<file path="config.mk">
export PLATFORM = sky130hd
export DESIGN_NAME = call_status_detect
export DESIGN_NICKNAME = d
export VERILOG_FILES = /design/src/rtl/csd_pkg.sv /design/src/rtl/csd_sampler.sv /design/src/rtl/csd_mark_timer.sv /design/src/rtl/csd_irq_ctrl.sv /design/src/rtl/call_status_detect.sv
export SDC_FILE = /design/constraint.sdc
export NUM_CORES = 1
export LEC_CHECK = 0
export ABC_AREA = 1
export CORE_MARGIN = 1
export CORE_UTILIZATION = 44
export DETAILED_ROUTE_END_ITERATION = 12
export HOLD_SLACK_MARGIN = 0.02
export PLACE_DENSITY = 0.73
export SKIP_LAST_GASP = 1
export SYNTH_ARGS = -nofsm -noshare
export SYNTH_HDL_FRONTEND = slang
export SYNTH_SLANG_ARGS = --single-unit
</file>
<file path="constraint.sdc">
create_clock -name clk -period 1.2 [get_ports clk]
set_input_delay 0.18 -clock clk [delete_from_list [all_inputs] [get_ports clk]]
set_output_delay 0.18 -clock clk [all_outputs]
set_load 0.03 [all_outputs]
</file>
<file path="src/rtl/csd_pkg.sv">
package csd_pkg;
  localparam int NUM_COND     = 5;
  localparam int IDX_CARRIER  = 0;
  localparam int IDX_CPTONE   = 1;
  localparam int IDX_ANSTONE  = 2;
  localparam int IDX_LONGLOOP = 3;
  localparam int IDX_MARK     = 4;
  // conditions that may raise the interrupt: all but long loop
  localparam logic [NUM_COND-1:0] IRQ_SOURCES = 5'b10111;
endpackage

</file>
<file path="src/rtl/csd_sampler.sv">
module csd_sampler #(
  parameter int W = 5
) (
  input  logic         clk,
  input  logic         rst,
  input  logic [W-1:0] d,
  output logic [W-1:0] q
);
  always_ff @(posedge clk) begin
    if (rst) q <= '0;
    else     q <= d;
  end
endmodule

</file>
<file path="src/rtl/csd_mark_timer.sv">
module csd_mark_timer #(
  parameter int MARK_TICKS = 166
) (
  input  logic clk,
  input  logic rst,
  input  logic tick,
  input  logic data_q,
  output logic mark
);
  localparam int CW = $clog2(MARK_TICKS + 1);
  localparam logic [CW-1:0] LIMIT = CW'(MARK_TICKS);

  logic [CW-1:0] run_cnt;

  // counts ticks while high, saturates at LIMIT, any low sample restarts
  always_ff @(posedge clk) begin
    if (rst || !data_q)
      run_cnt <= '0;
    else if (tick && run_cnt != LIMIT)
      run_cnt <= run_cnt + 1'b1;
  end

  assign mark = (run_cnt == LIMIT);

  assert_run_restart_R9: assert property (@(posedge clk) disable iff (rst)
    !data_q |=> (run_cnt == '0));
  assert_cnt_bound_R8: assert property (@(posedge clk) disable iff (rst)
    run_cnt <= LIMIT);
  assert_mark_drop_R10: assert property (@(posedge clk) disable iff (rst)
    !data_q |=> !mark);
  assert_no_tick_hold_R8: assert property (@(posedge clk) disable iff (rst)
    (data_q && !tick) |=> $stable(run_cnt));
endmodule

</file>
<file path="src/rtl/csd_irq_ctrl.sv">
module csd_irq_ctrl #(
  parameter int W = 5,
  parameter logic [W-1:0] SOURCES = '1
) (
  input  logic         clk,
  input  logic         rst,
  input  logic [W-1:0] ev,
  input  logic         ack,
  input  logic         en,
  output logic         irq
);
  logic pend_q;
  logic pend_d;
  logic hit;

  assign hit    = |(ev & SOURCES);
  // a new event on the acknowledge edge wins over the clear
  assign pend_d = (pend_q && !ack) || hit;

  always_ff @(posedge clk) begin
    if (rst) begin
      pend_q <= 1'b0;
      irq    <= 1'b0;
    end else begin
      pend_q <= pend_d;
      irq    <= pend_d && en;
    end
  end

  assert_event_sets_R3: assert property (@(posedge clk) disable iff (rst)
    hit |=> pend_q);
  assert_ack_race_R7: assert property (@(posedge clk) disable iff (rst)
    (ack && hit) |=> pend_q);
  assert_ack_clear_R6: assert property (@(posedge clk) disable iff (rst)
    (ack && !hit) |=> (!pend_q && !irq));
  assert_mask_R5: assert property (@(posedge clk) disable iff (rst)
    !en |=> !irq);
  assert_idle_hold_R4: assert property (@(posedge clk) disable iff (rst)
    (!pend_q && !hit) |=> !pend_q);
endmodule

</file>
<file path="src/rtl/call_status_detect.sv">
module call_status_detect #(
  parameter int MARK_TICKS = 166
) (
  input  logic       clk,
  input  logic       rst,
  input  logic       tick_1k,
  input  logic       carrier_in,
  input  logic       cp_tone_in,
  input  logic       ans_tone_in,
  input  logic       long_loop_in,
  input  logic       raw_data_in,
  input  logic       irq_en,
  input  logic       det_rd,
  output logic [4:0] det_word,
  output logic       irq
);
  import csd_pkg::*;

  logic [NUM_COND-1:0] raw_vec;
  logic [NUM_COND-1:0] samp_q;
  logic [NUM_COND-1:0] cond_now;
  logic [NUM_COND-1:0] change;
  logic [NUM_COND-1:0] det_q;
  logic                mark;

  assign raw_vec[IDX_CARRIER]  = carrier_in;
  assign raw_vec[IDX_CPTONE]   = cp_tone_in;
  assign raw_vec[IDX_ANSTONE]  = ans_tone_in;
  assign raw_vec[IDX_LONGLOOP] = long_loop_in;
  assign raw_vec[IDX_MARK]     = raw_data_in;

  csd_sampler #(.W(NUM_COND)) u_sampler (
    .clk (clk),
    .rst (rst),
    .d   (raw_vec),
    .q   (samp_q)
  );

  csd_mark_timer #(.MARK_TICKS(MARK_TICKS)) u_mark (
    .clk    (clk),
    .rst    (rst),
    .tick   (tick_1k),
    .data_q (samp_q[IDX_MARK]),
    .mark   (mark)
  );

  // per-condition detect bit and change flag against its last value
  for (genvar i = 0; i < NUM_COND; i++) begin : g_cond
    if (i == IDX_MARK) begin : g_mark
      assign cond_now[i] = mark;
    end else begin : g_level
      assign cond_now[i] = samp_q[i];
    end
    assign change[i] = cond_now[i] ^ det_q[i];
    always_ff @(posedge clk) begin
      if (rst) det_q[i] <= 1'b0;
      else     det_q[i] <= cond_now[i];
    end
  end

  csd_irq_ctrl #(.W(NUM_COND), .SOURCES(IRQ_SOURCES)) u_irq (
    .clk (clk),
    .rst (rst),
    .ev  (change),
    .ack (det_rd),
    .en  (irq_en),
    .irq (irq)
  );

  assign det_word = det_q;

  assert_follow_R2: assert property (@(posedge clk) disable iff (rst)
    1'b1 |=> (det_q[3:0] == $past(samp_q[3:0])));
  assert_read_no_touch_R6: assert property (@(posedge clk) disable iff (rst)
    (det_rd && change == '0) |=> $stable(det_q));
endmodule

</file>
==> out/results.tsv <==
metric	value	unit
status	finished, violations left	
violations	negative setup slack	
dp_hpwl	1300	um
initial_core_util	0.485	
route.vias.total	815	
ios	16	
syn_inst	123	
max_stage_delay	0.35	ns
cp_top_family	simple AND/OR/NAND/NOR gates	
viasPerCell	4.55	
final_area	0.00128	mm^2
path_clk_slew	0.11	ns
synth_cell_types	21	
drive_gt1_frac	0.305	
firstDrtPassIters	4	
grt_util_met2	0.294	
cp-end-kind	register	
required	1.45	ns
drt_iter0_markers	10	
drc	0	
diodes	0	
clock_latency	0.30	ns
rsz0062_at_grt	true	
layout_common_cells	28 x nand2_1, 21 x inv_1, 16 x nor2_1, 16 x buf_4, 15 x dfxtp_1	
area_growth	46.5	%
grt_pass1_wl	2800	um
r2r_start	u_mark.run_cnt[0]	
power.leakage	0.584	nW
grt_max_degree	13	
power.density	952	mW/mm^2
met1_usage	0.229	
holdCritStartpoint	long_loop_in	
grt_overflow	0	
yosysWarnings	0	
p_sw	0.000290	W
die_h	46.6	um
dp.cells	173	
grt_pass1_vias	714	
nFillCells	149	
timing.final.crit_share	1.01	
chipWidth	46.6	um
max_freq	825	MHz
worst-path-buf-inv	2	
worstHoldEndpoint	u_sampler.q[3]	
seq_power_share	0.564	
die_area	0.00217	mm^2
fin_nets	167	
grt.busiest_layer	met2	
coreArea	0.00180	mm^2
utilization	0.711	
clkPwrFrac	0.322	
hold_depth	3	
gp_congestion	0.816	
final_common_cell	nand2_1	
synth_top_area_frac	0.458	
antenna_found_initial	0	
yosys_register_bits	20	
fin_skew	0.00629	ns
synth_top_area_cell	dfxtp_1	
syn_avg_cell_area	7.11	um^2
crit_chain	inv_2 -> ha_4 -> nand2_4 -> nor2_4 -> buf_4 -> nand3b_1 -> nand3_1 -> nand2_1 -> nor2_1	
synth_seq_area_share	0.458	
p_comb_frac	0.114	
crit_path_start	u_mark.run_cnt[0]	
synth_nets	135	
r2r-end	u_irq.irq	
drv_slew	0	
port_buffers	15	
rows	15	
use_met3	0.0588	
cts-root-buf	clkbuf_4	
finalHoldViolations	0	
ys_top_cells_by_area	dfxtp_1 46%, nand2_1 14%, inv_1 9.4%	
cp_slowest_cell	dfxtp_2	
start_kind	register	
final_cells	179	
swShare	0.237	
critPathKind	reg -> reg	
reg2regPathDepth	9	
min_period	1.21	ns
power	0.00122	W
postLayoutSetupSlackWorst	-0.0114	ns
cts_tree	yes	
synth_area	875	um^2
relSlewSlack	0.828	
hold_class	in -> reg	
wl_per_cell	10.4	um
drtAntennaViolNets	0	
cts_sinks	20	
r2r_setup_slack	-0.01	ns
cts_buffer_depth	2	
htreeDepth	1	
worstPathArrival	1.46	ns
setup_viol	2	
wirelength	1860	um
peakVddDrop	843	uV
p_int	0.000931	W
grtUsageTotal	0.192	
path_max_fanout	2	
cap_viol_max_count	0	
cts_buffers	3	
dpl_cell_area	0.00113	mm^2
worst_pin_slew	0.257	ns
==> metrics by stage <==
stage | worst slack (ns) | hold slack [ns] | setup TNS [ns]
5_1_grt | -0.0845 | 0.374 | -0.392
6_report | -0.0114 | 0.378 | -0.0166
4_1_cts | -0.0512 | 0.379 | -0.0568
2_1_floorplan | 0.00229 | 0.249 | 0
3_3_place_gp | -0.0431 | 0.400 | -0.145
3_5_place_dp | -0.0808 | 0.405 | -0.467
==> worst min-delay path, stage by stage <==
cell and delay, ns:
clkdlybuf4s50_1 0.39, inv_1 0.05, nor2_1 0.03
==> sequential cells by signal, summed over array words and instances (netlist names) <==
signal          count
det_word            5
u_irq.pend_q        1
u_sampler.q         5
u_irq.irq           1
u_mark.run_cnt      8
==> power groups by stage <==
stage	Sequential [W]	Combinational (W)	Clock (W)
final	0.000689	0.000139	0.000393
after global routing	0.000691	0.000154	0.000426
after CTS	0.000693	0.000132	0.000400
after detailed placement	0.000709	0.000131	0
after global placement	0.000709	0.000128	0
after floorplan	0.000724	0.0000496	0
==> kinds of logic (layout without fill, tap and decap cells) <==
| logic type | Yosys count | count (layout) | synth area share |
|---|---|---|---|
| and+or+nand+nor | 64 | 64 | 0.318 |
| buffers and inverters | 24 | 55 | 0.103 |
| DFF | 20 | 20 | 0.458 |
| AOI/OAI and AO/OA | 9 | 9 | 0.0529 |
| xor gates and xnor gates | 4 | 4 | 0.0401 |
| adders and majority gates | 2 | 2 | 0.0286 |
==> cell usage after synthesis <==
master / count
nand2_1: 32
inv_1: 22
dfxtp_1: 20
nor2_1: 18
a21oi_1: 5
nand3_1: 5
nand4_1: 3
ha_1: 2
o21ai_1: 2
xnor2_1: 2
xor2_1: 2
a31oi_1: 1
clkbuf_1: 1
inv_2: 1
nand2_2: 1
nand2_4: 1
nand3b_1: 1
nor2_2: 1
nor3_1: 1
nor3_2: 1
o21ai_0: 1
==> cell type report <==
| cell class | count | area [um^2] | share of cell area |
|---|---|---|---|
| clock buffers | 4 | 36.3 | 0.0283 |
| multi-input cells | 79 | 480 | 0.375 |
| well taps | 25 | 31.3 | 0.0244 |
| repair buffers | 28 | 225 | 0.176 |
| flip-flops and latches | 20 | 414 | 0.323 |
| inverters | 23 | 93.8 | 0.0732 |
==> layer usage <==
layer / part of all wire / wire length, um
met5: 0 / 0
met1: 0.49 / 903
met2: 0.47 / 880
met3: 0.020 / 38
met4: 0.020 / 38
==> how the worst max path moves through the flow <==
| stage | endpoint | depth (start not counted) |
|---|---|---|
| after global routing | u_mark.run_cnt[1] | 9 |
| final | u_irq.irq | 9 |
| after floorplan | u_mark.run_cnt[3] | 9 |
| after global placement | u_mark.run_cnt[6] | 9 |
| after detailed placement | u_mark.run_cnt[6] | 9 |
| after CTS | det_word[2] | 1 |
==> repair_timing <==
item,in CTS,in global routing
endpoints found under the setup margin,11,12
buffers inserted,1,1
pin swaps,8,3
hold buffers,0,0
resized for setup,24,19
Power figures use the tool's default switching activity.
